**src/rtl/cpwm_pkg.sv**
```systemverilog
package cpwm_pkg;
  typedef enum logic {
    ALIGN_EDGE   = 1'b0,
    ALIGN_CENTER = 1'b1
  } align_e;
endpackage

```
**src/rtl/cpwm_buf.sv**
```systemverilog
// One buffered setting: a shadow copy that takes writes and a working copy
// loaded at the boundary or, under immediate update, straight from the write.
module cpwm_buf #(
  parameter int W = 16
) (
  input  logic         clk,
  input  logic         rst_n,
  input  logic         we,
  input  logic [W-1:0] d,
  input  logic         imm,
  input  logic         pb,
  output logic [W-1:0] act
);
  logic [W-1:0] shd_q, shd_n;
  logic [W-1:0] act_q, act_n;

  always_comb begin
    shd_n = we ? d : shd_q;
    if (imm && we)
      act_n = d;
    else if (pb)
      act_n = shd_n;
    else
      act_n = act_q;
  end

  always_ff @(posedge clk or negedge rst_n) begin
    if (!rst_n) begin
      shd_q <= '0;
      act_q <= '0;
    end else begin
      shd_q <= shd_n;
      act_q <= act_n;
    end
  end

  assign act = act_q;
endmodule

```
**src/rtl/cpwm_timebase.sv**
```systemverilog
module cpwm_timebase
  import cpwm_pkg::*;
#(
  parameter int CW = 16
) (
  input  logic          clk,
  input  logic          rst_n,
  input  logic [CW-1:0] per,
  input  align_e        align,
  output logic [CW-1:0] cnt,
  output logic          pb
);
  logic [CW-1:0] cnt_q, cnt_n;
  logic          dn_q, dn_n;
  logic          last;

  always_comb begin
    if (per == '0)
      last = 1'b1;
    else if (align == ALIGN_EDGE)
      last = (cnt_q >= per);
    else if (dn_q)
      last = (cnt_q <= CW'(1));
    else
      last = (cnt_q >= per) && (per == CW'(1));

    if (last) begin
      cnt_n = '0;
      dn_n  = 1'b0;
    end else if (align == ALIGN_EDGE) begin
      cnt_n = cnt_q + CW'(1);
      dn_n  = 1'b0;
    end else if (!dn_q && (cnt_q < per)) begin
      cnt_n = cnt_q + CW'(1);
      dn_n  = 1'b0;
    end else begin
      cnt_n = cnt_q - CW'(1);
      dn_n  = 1'b1;
    end
  end

  always_ff @(posedge clk or negedge rst_n) begin
    if (!rst_n) begin
      cnt_q <= '0;
      dn_q  <= 1'b0;
    end else begin
      cnt_q <= cnt_n;
      dn_q  <= dn_n;
    end
  end

  assign cnt = cnt_q;
  assign pb  = last;
endmodule

```
**src/rtl/cpwm_compare.sv**
```systemverilog
module cpwm_compare
  import cpwm_pkg::*;
#(
  parameter int CW  = 16,
  parameter int DTW = 8
) (
  input  logic [CW-1:0]  cnt,
  input  logic [CW-1:0]  per,
  input  logic [CW-1:0]  duty,
  input  logic [DTW-1:0] dt,
  input  logic [DTW-1:0] adt,
  input  align_e         align,
  output logic           raw_h,
  output logic           sat,
  output logic [DTW-1:0] dly
);
  localparam int XW = CW + 2;

  logic [XW-1:0] half, de, pos, full;

  always_comb begin
    half = XW'(adt >> 1);
    de   = XW'(duty);
    if ((align == ALIGN_CENTER) && (duty != '0) && (de < half))
      de = half;
    if (align == ALIGN_CENTER) begin
      pos  = XW'(cnt) + XW'(1);
      full = XW'(per) + XW'(2);
      dly  = adt >> 1;
    end else begin
      pos  = XW'(cnt);
      full = XW'(per) + XW'(1);
      dly  = dt;
    end
    raw_h = (pos < de);
    sat   = (de == '0) || (de >= full);
  end
endmodule

```
**src/rtl/cpwm_deadband.sv**
```systemverilog
module cpwm_deadband #(
  parameter int DTW = 8
) (
  input  logic           clk,
  input  logic           rst_n,
  input  logic           raw_h,
  input  logic           sat,
  input  logic [DTW-1:0] dly,
  output logic           pwm_h,
  output logic           pwm_l
);
  logic           rh_q;
  logic [DTW-1:0] dc_q, dc_n;
  logic           h_q, h_n, l_q, l_n;

  always_comb begin
    if (sat)
      dc_n = '0;
    else if (raw_h != rh_q)
      dc_n = dly;
    else if (dc_q != '0)
      dc_n = dc_q - DTW'(1);
    else
      dc_n = '0;
    h_n = raw_h && (dc_n == '0);
    l_n = !raw_h && (dc_n == '0);
  end

  always_ff @(posedge clk or negedge rst_n) begin
    if (!rst_n) begin
      rh_q <= 1'b0;
      dc_q <= '0;
      h_q  <= 1'b0;
      l_q  <= 1'b0;
    end else begin
      rh_q <= raw_h;
      dc_q <= dc_n;
      h_q  <= h_n;
      l_q  <= l_n;
    end
  end

  assign pwm_h = h_q;
  assign pwm_l = l_q;
endmodule

```
**src/rtl/cpwm_pair.sv**
```systemverilog
module cpwm_pair
  import cpwm_pkg::*;
#(
  parameter int CW  = 16,
  parameter int DTW = 8
) (
  input  logic           clk,
  input  logic           rst_n,
  input  logic           per_we,
  input  logic [CW-1:0]  per_d,
  input  logic           duty_we,
  input  logic [CW-1:0]  duty_d,
  input  logic           dt_we,
  input  logic [DTW-1:0] dt_d,
  input  logic           adt_we,
  input  logic [DTW-1:0] adt_d,
  input  logic           mode_we,
  input  logic           mode_d,
  input  logic           imm_we,
  input  logic           imm_d,
  output logic           pwm_h,
  output logic           pwm_l,
  output logic           pb
);
  localparam int NCW = 2;  // fields of counter width
  localparam int NDW = 2;  // fields of dead-band width

  logic          imm_q, imm_n;
  logic [CW-1:0] per_a, duty_a, cnt;
  logic [DTW-1:0] dt_a, adt_a;
  logic [0:0]    mode_raw;
  align_e        mode_a;
  logic          raw_h, sat;
  logic [DTW-1:0] dly;

  logic          cw_we [NCW];
  logic [CW-1:0] cw_d  [NCW];
  logic [CW-1:0] cw_a  [NCW];
  logic          dw_we [NDW];
  logic [DTW-1:0] dw_d [NDW];
  logic [DTW-1:0] dw_a [NDW];

  assign cw_we[0] = per_we;   assign cw_d[0] = per_d;
  assign cw_we[1] = duty_we;  assign cw_d[1] = duty_d;
  assign dw_we[0] = dt_we;    assign dw_d[0] = dt_d;
  assign dw_we[1] = adt_we;   assign dw_d[1] = adt_d;

  for (genvar i = 0; i < NCW; i++) begin : g_cw
    cpwm_buf #(.W(CW)) u_buf (
      .clk(clk), .rst_n(rst_n), .we(cw_we[i]), .d(cw_d[i]),
      .imm(imm_q), .pb(pb), .act(cw_a[i])
    );
  end

  for (genvar i = 0; i < NDW; i++) begin : g_dw
    cpwm_buf #(.W(DTW)) u_buf (
      .clk(clk), .rst_n(rst_n), .we(dw_we[i]), .d(dw_d[i]),
      .imm(imm_q), .pb(pb), .act(dw_a[i])
    );
  end

  cpwm_buf #(.W(1)) u_mode (
    .clk(clk), .rst_n(rst_n), .we(mode_we), .d(mode_d),
    .imm(imm_q), .pb(pb), .act(mode_raw)
  );

  assign per_a  = cw_a[0];
  assign duty_a = cw_a[1];
  assign dt_a   = dw_a[0];
  assign adt_a  = dw_a[1];
  assign mode_a = align_e'(mode_raw[0]);

  always_comb imm_n = imm_we ? imm_d : imm_q;

  always_ff @(posedge clk or negedge rst_n) begin
    if (!rst_n) imm_q <= 1'b0;
    else        imm_q <= imm_n;
  end

  cpwm_timebase #(.CW(CW)) u_tb (
    .clk(clk), .rst_n(rst_n), .per(per_a), .align(mode_a),
    .cnt(cnt), .pb(pb)
  );

  cpwm_compare #(.CW(CW), .DTW(DTW)) u_cmp (
    .cnt(cnt), .per(per_a), .duty(duty_a), .dt(dt_a), .adt(adt_a),
    .align(mode_a), .raw_h(raw_h), .sat(sat), .dly(dly)
  );

  cpwm_deadband #(.DTW(DTW)) u_db (
    .clk(clk), .rst_n(rst_n), .raw_h(raw_h), .sat(sat), .dly(dly),
    .pwm_h(pwm_h), .pwm_l(pwm_l)
  );
endmodule

```
**config.mk**
```make
export PLATFORM = sky130hd
export DESIGN_NAME = cpwm_pair
export DESIGN_NICKNAME = d
export VERILOG_FILES = /design/src/rtl/cpwm_pkg.sv /design/src/rtl/cpwm_buf.sv /design/src/rtl/cpwm_timebase.sv /design/src/rtl/cpwm_compare.sv /design/src/rtl/cpwm_deadband.sv /design/src/rtl/cpwm_pair.sv
export SDC_FILE = /design/constraint.sdc
export NUM_CORES = 1
export LEC_CHECK = 0
export ABC_CLOCK_PERIOD_IN_PS = 9700
export BUFFER_PORTS_ARGS = -buffer_cell sky130_fd_sc_hd__buf_2
export CAP_MARGIN = 20
export CORE_MARGIN = 2
export CORE_UTILIZATION = 60
export CTS_CLUSTER_DIAMETER = 50
export DETAILED_ROUTE_END_ITERATION = 10
export PLACE_DENSITY = 0.88
export RECOVER_POWER = 100
export SLEW_MARGIN = 20
export SYNTH_ARGS = -nofsm -noshare
export SYNTH_HDL_FRONTEND = slang
export SYNTH_HIERARCHICAL = 1
export SYNTH_SLANG_ARGS = --single-unit
```
**constraint.sdc**
```tcl
create_clock -name clk -period 9.7 [get_ports clk]
set_input_delay 0.97 -clock clk [delete_from_list [all_inputs] [get_ports clk]]
set_output_delay 0.97 -clock clk [all_outputs]
set_load 0.005 [all_outputs]
```
## Word-level counts from Yosys, hierarchy flattened

Cells that the tools add are included.

- Bits in registers: 127
- Bits of input ports: 58
- Output and inout bits: 3
- Word-level logic and storage cells: 86

- Add/subtract/negate cells: 6
- Order comparisons: 6
- Equal/unequal tests: 2
- Multiplexer cells: 31
- Reduce and logical (&&, ||, !) cells: 24

Operator list:

| operator | count |
|---|---|
| $mux W16 | 10 |
| $mux W8 | 10 |
| $add A16 B1 Y17 const B | 2 |
| $ge A18 B18 Y1 | 1 |
| $logic_not A18 Y1 | 1 |
| $lt A18 B18 Y1 | 1 |
| $mux W18 | 1 |
| $add A16 B2 Y17 const B | 1 |
| $mux W17 | 1 |
| $add A16 B1 Y16 const B | 1 |
| $eq A16 B1 Y1 const B | 1 |
| $ge A16 B16 Y1 | 1 |
| $le A16 B1 Y1 const B | 1 |
| $logic_not A16 Y1 | 1 |
| $lt A16 B16 Y1 | 1 |
| $lt A16 B7 Y1 | 1 |
| $reduce_bool A16 Y1 | 1 |
| $sub A16 B1 Y16 const B | 1 |
| $logic_and A1 B1 Y1 | 11 |
| $reduce_bool A2 Y1 | 5 |
| $mux W1 | 9 |
| $logic_not A8 Y1 | 1 |
| $reduce_bool A8 Y1 | 1 |
| $sub A8 B1 Y8 const B | 1 |
| 3 further kinds | 4 |

## Longest topological paths before layout

Gate-level depths: netlist (run 1).

- Word-level depth: 10
- Gate-level depth with buffers: 22
- Gate-level depth less buffers: 18

## Modules after synthesis

The synthesis (run 1) kept the hierarchy.

By module, submodules not included:

| module | instances | cells an instance | area an instance (um^2) | sequential area each (um^2) |
|---|---|---|---|---|
| cpwm_buf (g_cw[0].u_buf ...) | 2 | 125 | 1651.6 | 800.8 |
| cpwm_compare | 1 | 260 | 1876.8 | 0.0 |
| cpwm_timebase | 1 | 205 | 1757.9 | 425.4 |
| cpwm_buf (g_dw[0].u_buf ...) | 2 | 62 | 818.3 | 400.4 |
| cpwm_deadband | 1 | 71 | 659.4 | 275.3 |
| cpwm_buf (u_mode) | 1 | 7 | 93.8 | 50.0 |
| cpwm_pair | 1 | 2 | 40.0 | 25.0 |

## Worst setup path after synthesis (run 1)

OpenSTA, ideal clock, no wires.

- Path kind: register -> register
- From: register g_cw[1].u_buf.act_q[2]
- To: register u_db.h_q (netlist: u_db/pwm_h)
- Setup time: 0.095 ns
- Arrival time: 3.990 ns
- Data required time: 9.605 ns
- Setup slack: 5.615 ns
- Stages on the path, launching flop included: 20
- Buffers on the path: 3
- Clock period less this slack: 4.085 ns
- Cells stage by stage: dfrtp_1 -> ha_1 -> a211o_1 -> a31oi_1 -> o2111a_1 -> buf_6 -> buf_8 -> mux2i_1 -> ha_1 -> a21oi_1 -> nand2b_1 -> nor2_1 -> mux2i_1 -> o2111ai_1 -> o21ai_1 -> xor2_1 -> buf_4 -> o41ai_2 -> o2111ai_1 -> nor4b_2

- Word-level cells in the longest chain between the ends: 10
- Elaborated cells on any way between the ends: 14
- Classes of those cells: order compare (3); eq/ne (1); mux (3); reduce/logical (7)

Ends and longest elaborated chain:

| what | RTL line | source |
|---|---|---|
| start, declared | cpwm_buf.sv:15 | `logic [W-1:0] act_q, act_n;` |
| start signal, assigned | cpwm_buf.sv:33 | `act_q <= act_n;` |
| parallel branches: the longest is 3 deep, another holds $lt A16 B7 Y1 | n/a |  |
| $mux W16 * | cpwm_compare.sv:24 | `if ((align == ALIGN_CENTER) && (duty != '0) && (de < half))` |
| $lt A18 B18 Y1 * | cpwm_compare.sv:35 | `raw_h = (pos < de);` |
| net raw_h | cpwm_pair.sv:33 | `logic raw_h, sat;` |
| $ne A1 B1 Y1 | cpwm_deadband.sv:19 | `else if (raw_h != rh_q)` |
| $mux W8 | cpwm_deadband.sv:19 |  |
| $mux W8 | cpwm_deadband.sv:17 | `if (sat)` |
| $logic_not A8 Y1 | cpwm_deadband.sv:25 | `h_n = raw_h && (dc_n == '0);` |
| $logic_and A1 B1 Y1 * | cpwm_deadband.sv:25 |  |
| net u_db.h_n | cpwm_deadband.sv:14 | `logic h_q, h_n, l_q, l_n;` |
| end signal, assigned | cpwm_deadband.sv:38 | `h_q <= h_n;` |
| end, declared | cpwm_deadband.sv:14 |  |

Mark *: on every way through the listed nets, which the timed path passes.
A chain may end at the register's enable or synchronous reset.

## Worst setup path in the final report (run 1)

- From: register u_tb.cnt_q[0] (netlist: u_tb/cnt[0])
- To: output port pb

- Word-level cells in the longest chain between the ends: 5
- Elaborated cells on any way between the ends: 6
- Classes of those cells: order compare (2); mux (3); reduce/logical (1)

Ends and longest elaborated chain:

| what | RTL line | source |
|---|---|---|
| start, declared | cpwm_timebase.sv:13 | `logic [CW-1:0] cnt_q, cnt_n;` |
| start signal, assigned | cpwm_timebase.sv:47 | `cnt_q <= cnt_n;` |
| $ge A16 B16 Y1 | cpwm_timebase.sv:21, cpwm_timebase.sv:25 |  |
| $logic_and A1 B1 Y1 | cpwm_timebase.sv:25 | `last = (cnt_q >= per) && (per == CW'(1));` |
| $mux W1 | cpwm_timebase.sv:22 | `else if (dn_q)` |
| $mux W1 * | cpwm_timebase.sv:20 | `else if (align == ALIGN_EDGE)` |
| $mux W1 * | cpwm_timebase.sv:18 | `if (per == '0)` |
| end, declared | cpwm_pair.sv:23 | `output logic pb` |

Mark *: on every way between the ends. The rest lies on a longest branch, timed or not.

==> results of run 1 <==
## metrics by stage
step / area (sq um) / utilization (%) / setup slack [ps] / std cells / power (mW)
after floorplan: 9270 / - / 5610 / 912 / 1.22
after detailed placement: 9380 / 61.9 / 4500 / 1101 / 1.38
after CTS: 9970 / 65.8 / 4490 / 1133 / 2.04
after global routing: 9910 / 65.4 / 2240 / 1133 / 2.15
final: 9910 / 65.4 / 3140 / 1133 / 2.04
after global placement: 9380 / 61.9 / 4550 / 1101 / 1.35
## metal layers
metal	wire, um	share of wire [%]	up-vias	global-route usage (%)
met1	9370	44	3608	35.1
met5	0	0	-	0
met3	1390	6.5	43	5.97
met2	10100	47	286	42.2
met4	434	2.0	0	9.57
li1	-	-	3447	-
## sequential cells by signal (all words and copies together) (netlist names)
| register | flops |
|---|---|
| imm_q | 1 |
| g_dw.u_buf/shd_q | 15 |
| u_db/rh_q | 1 |
| u_db/pwm_l | 1 |
| u_mode/act | 1 |
| u_tb/dn_q | 1 |
| g_dw.u_buf/act | 15 |
| g_cw.u_buf/shd_q | 32 |
| u_db/dc_q | 8 |
| g_cw.u_buf/act | 32 |
| u_tb/cnt | 16 |
| u_db/pwm_h | 1 |
| u_mode/shd_q | 1 |
## power breakdown
| part | switching [mW] | leakage [nW] | internal [mW] | total, mW |
|---|---|---|---|---|
| Clock | 0.251 | 0.278 | 0.392 | 0.643 |
| Combinational | 0.330 | 2.37 | 0.296 | 0.625 |
| Sequential | 0.159 | 1.49 | 0.611 | 0.769 |
## final cells by class
type | count | area [sq um]
clock buffers | 19 | 453
clock inverters | 13 | 139
fillers | 1139 | 5240
inverters | 46 | 173
multi-input cells | 678 | 5470
flip-flops and latches | 125 | 3130
well taps | 188 | 235
repair buffers | 64 | 314
## cells in the final DEF, fill, tap and decap left out, drive strengths merged, types with 6 or more instances in the layout
cell,instances
nor2b,6
nand2,34
ha,59
or3b,47
clkbuf,30
xnor2,20
nor4,18
a21oi,24
o21ai,16
inv,48
nand3b,13
nand4,16
and3,9
mux2,59
o211ai,98
buf,53
dfrtp,125
nand3,41
xor2,15
mux2i,86
nor2,44
nor3,12
## path summary, 6_finish.rpt
kind,end,slack (ps)
max reg2reg,g_cw[0].u_buf/act[7],3160
min reg2reg,g_dw[0].u_buf/shd_q[6],500
min in group asynchronous,g_cw[1].u_buf/shd_q[10],1610
max,pb,3140
min,g_dw[0].u_buf/shd_q[6],500
max in group asynchronous,g_dw[0].u_buf/shd_q[7],3600
## worst reg2reg max path, stage by stage (launching register included)
cell and delay, ps:
dfrtp_1 660, inv_1 210, ha_1 250, nor2b_1 100, o211ai_1 100, a2111oi_0 870, o41ai_4 130, clkbuf_1 510
nand2_1 2110, buf_4 970, mux2i_1 340, o211ai_1 100
==> impl_metrics.py, run 1 <==
metrics = {
    "placement": {
        "dp_hpwl_um": 13900,
        "port_buffers": 59,
        "place.gp.congestion": 0.921,
    },
    "sta": {
        "layout_min_cycle_time_ps": 6560,
        "fmax_ghz": 0.153,
        "timing.final.crit_share_pct": 67.6,
        "skew_ps": 10.8,
        "drv_slew": 298,
        "slew_headroom_pct": -131,
        "rsz0062_at_grt": "no",
        "finalHoldViolations": 0,
        "finalSetupTns_ps": 0,
        "fin_hold_ws_ps": 504,
        "setup_violations": 0,
        "worstMarginPinSlew_ps": 3460,
    },
    "synth": {
        "netlist_instances": 912,
        "synth-warning-count": 6,
        "syn-num-nets": 1029,
        "synth_area_per_cell_sq_um": 10.2,
        "synth_area_sq_mm": 0.00927,
    },
    "critical_path": {
        "crit_top_cell": "clkbuf_1",
        "cp-start-kind": "flop",
        "cp-startpoint": "u_tb/cnt[0]",
        "rr_worst_depth": 11,
        "critical_path_required_ps": 8730,
        "cp_slowest_cell": "nand2_1",
        "crit_type": "flop to output pin",
        "path_depth": 9,
        "r2r_start": "u_tb/cnt[0]",
        "crit_arrival_ps": 5590,
        "crit_family": "simple AND/OR/NAND/NOR gates",
        "cp-end-kind": "output pin",
        "path_buf_inv": 3,
        "path_cells": "inv_1, ha_1, nor2b_1, o211ai_1, a2111oi_0, o41ai_4, clkbuf_1, nand2_1, clkbuf_1",
        "path_max_fanout": 71,
        "max_stage_delay_ps": 2100,
    },
    "cells_and_area": {
        "drive_gt1_share_pct": 17.8,
        "syn_to_final_growth_pct": 6.87,
        "num_antenna_cells": 0,
        "finalNetCount": 1049,
    },
    "global_route": {
        "grt_remaining_overflow": 0,
        "antenna_found_initial": 0,
        "grt_max_degree": 79,
        "grt_pass1_vias": 7065,
        "grt_pass1_wl_um": 34600,
        "globalRouteTotalUtil_pct": 26.3,
    },
    "die": {
        "core_area_sq_mm": 0.0151,
        "io_pins": 61,
        "initial_utilization_pct": 61.2,
        "fp.dieW_um": 128,
        "rows": 45,
        "die-height_um": 128,
        "dieArea_sq_mm": 0.0165,
    },
    "outcome": {
        "violations": "max-capacitance violations, max-slew violations",
        "status": "finished with violations",
    },
    "drt": {
        "dr_total_vias": 7384,
        "wire_per_inst_um": 18.8,
        "drt_first_pass_iters": 5,
        "final_antenna_net_count": 0,
        "remaining_drc_errors": 0,
        "first_iter_violations": 622,
        "viasPerCell": 6.52,
        "drt_wl_total_um": 21300,
    },
    "power_and_ir_drop": {
        "ir_drop_v": 0.000165,
        "p_per_area_mw_per_mm2": 206,
        "p_leak_nw": 4.13,
    },
    "clock_tree": {
        "clk_pin_slew_ps": 60,
        "cts_tree": "done",
        "h-tree-depth": 4,
        "cts_buffers": 17,
        "cts_setup_buffers": 0,
        "hold_buffers": 0,
        "cts_sinks": 125,
        "clock_latency_ps": 430,
        "ctsRootBufferMaster": "clkbuf_16",
        "postCtsResizedCells": 0,
        "clockBufferDepth": 2,
    },
    "worst_hold_path": {
        "worstHoldPathCells": 1,
        "worstHoldStart": "g_dw[0].u_buf/shd_q[6]",
        "hold_path_class": "flop to flop",
    },
    "run": {
        "max_cap_violations": 5,
    },
}
Power figures use the tool's default switching activity.
==> inputs of run 2 (changes only) <==
--- a/config.mk
+++ b/config.mk
@@ -5,7 +5,7 @@
 export SDC_FILE = /design/constraint.sdc
 export NUM_CORES = 1
 export LEC_CHECK = 0
-export ABC_CLOCK_PERIOD_IN_PS = 9700
+export ABC_CLOCK_PERIOD_IN_PS = 6700
 export BUFFER_PORTS_ARGS = -buffer_cell sky130_fd_sc_hd__buf_2
 export CAP_MARGIN = 20
 export CORE_MARGIN = 2
==> constraint.sdc (replaced) <==
create_clock -name clk -period 6.7 [get_ports clk]
set_input_delay 0.67 -clock clk [delete_from_list [all_inputs] [get_ports clk]]
set_output_delay 0.67 -clock clk [all_outputs]
set_load 0.005 [all_outputs]
==> impl_metrics.py, run 2 (synthesized netlist as in run 1, its figures left out) <==
metrics = {
    "placement": {
        "place_inst": 1103,
        "dp_hpwl_um": 14100,
        "place.gp.congestion": 0.934,
        "port_buffers": 59,
        "place_ws_ps": 1430,
        "dpl_cell_area_sq_mm": 0.00939,
    },
    "clock_tree": {
        "hold_buffers": 0,
        "cts_tree": "done",
        "cts_setup_buffers": 0,
        "clockBufferDepth": 2,
        "clock_latency_ps": 430,
        "h-tree-depth": 4,
        "cts_sinks": 125,
        "cts_buffers": 17,
        "postCtsResizedCells": 0,
        "ctsRootBufferMaster": "clkbuf_16",
        "clk_pin_slew_ps": 60,
    },
    "die": {
        "fp.dieW_um": 128,
        "core_area_sq_mm": 0.0151,
        "dieArea_sq_mm": 0.0165,
        "io_pins": 61,
        "initial_utilization_pct": 61.2,
        "rows": 45,
        "die-height_um": 128,
    },
    "critical_path": {
        "path_cells": "inv_1, ha_1, nor2b_1, o211ai_1, a2111oi_0, o41ai_4, clkbuf_1, nand2_1, buf_4, mux2i_1, o211ai_1",
        "path_buf_inv": 3,
        "critical_path_required_ps": 6960,
        "path_max_fanout": 64,
        "crit_arrival_ps": 6120,
        "crit_top_cell": "o211ai_1",
        "crit_family": "simple AND/OR/NAND/NOR gates",
        "crit_type": "flop to flop",
        "cp_slowest_cell": "nand2_1",
        "cp-start-kind": "flop",
        "cp-end-kind": "flop",
        "max_stage_delay_ps": 1500,
    },
    "sta": {
        "fin_hold_ws_ps": 467,
        "setup_violations": 0,
        "worstMarginPinSlew_ps": 2960,
        "finalSetupTns_ps": 0,
        "fmax_ghz": 0.170,
        "worst_slack_ps": 834,
        "skew_ps": 8.64,
        "timing.final.crit_share_pct": 87.6,
        "rsz0062_at_grt": "no",
        "finalHoldViolations": 0,
        "layout_min_cycle_time_ps": 5870,
        "slew_headroom_pct": -97.2,
        "drv_slew": 338,
    },
    "power_and_ir_drop": {
        "p_per_area_mw_per_mm2": 304,
        "total_power_mw": 3.03,
        "p_leak_nw": 4.18,
        "ir_drop_v": 0.000222,
    },
    "cells_and_area": {
        "drive_gt1_share_pct": 18.1,
        "num_antenna_cells": 0,
        "layout_commonest_cell": "dfrtp_1",
        "finalNetCount": 1051,
        "syn_to_final_growth_pct": 7.76,
        "final_cell_mix": "dfrtp_1, mux2i_1, o211ai_1",
        "fin_util_pct": 66.0,
        "stdcell_area_sq_mm": 0.00999,
        "n_fill_cell": 1159,
        "fin_cells": 1135,
    },
    "global_route": {
        "grtUsageMet3_pct": 5.68,
        "grt_pass1_wl_um": 35200,
        "grt_max_degree": 73,
        "grt_pass1_vias": 7086,
        "use_met2_pct": 43.6,
        "top_usage_layer": "met2",
        "grt_remaining_overflow": 0,
        "antenna_found_initial": 0,
        "grt_use_met1_pct": 36.3,
        "globalRouteTotalUtil_pct": 26.9,
    },
    "drt": {
        "final_antenna_net_count": 0,
        "remaining_drc_errors": 0,
        "wire_per_inst_um": 18.7,
        "viasPerCell": 6.55,
        "drt_first_pass_iters": 7,
        "drt_wl_total_um": 21300,
        "dr_total_vias": 7438,
        "first_iter_violations": 551,
    },
    "worst_hold_path": {
        "hold_path_class": "input pin to flop",
    },
    "outcome": {
        "violations": "max-capacitance violations, max-slew violations",
        "status": "finished with violations",
    },
    "run": {
        "max_cap_violations": 6,
    },
}
-- run 2: cell type report --
cell class              count  area [sq um]  area share (%)
inverters                  46           173            1.73
multi-input cells         678          5480            54.9
flip-flops and latches    125          3130            31.3
clock buffers              21           460            4.61
repair buffers             66           323            3.23
well taps                 188           235            2.35
clock inverters            11           189            1.89
-- run 2: final timing paths --
path	depth (start not counted)	endpoint	slack, ps	startpoint
max	11	g_dw[0].u_buf/act[4]	830	u_tb/cnt[0]
min	2	imm_q	470	imm_d
max reg2reg	11	g_dw[0].u_buf/act[4]	830	u_tb/cnt[0]
min reg2reg	1	g_cw[0].u_buf/shd_q[11]	510	g_cw[0].u_buf/shd_q[11]
max in group asynchronous	2	imm_q	2440	rst_n
min in group asynchronous	1	g_cw[1].u_buf/shd_q[15]	1210	rst_n
-- run 2: layer usage --
metal	share of wire [%]	wire length, um
met5	0	0
met4	1.6	337
met3	5.9	1250
met2	48	10100
met1	45	9560
-- run 2: where the power goes --
group | switching, mW | leakage (nW) | total [mW] | internal [mW]
Sequential | 0.234 | 1.49 | 1.12 | 0.884
Combinational | 0.470 | 2.38 | 0.898 | 0.428
Clock | 0.342 | 0.313 | 1.02 | 0.677
Total | 1.05 | 4.18 | 3.03 | 1.99
-- run 2: worst reg2reg max path: stages, from the launching register on --
cell and delay, ps:
dfrtp_1 650, inv_1 180, ha_1 240, nor2b_1 160, o211ai_1 120, a2111oi_0 920
o41ai_4 150, clkbuf_1 510, nand2_1 1510, buf_4 780, mux2i_1 350, o211ai_1 120
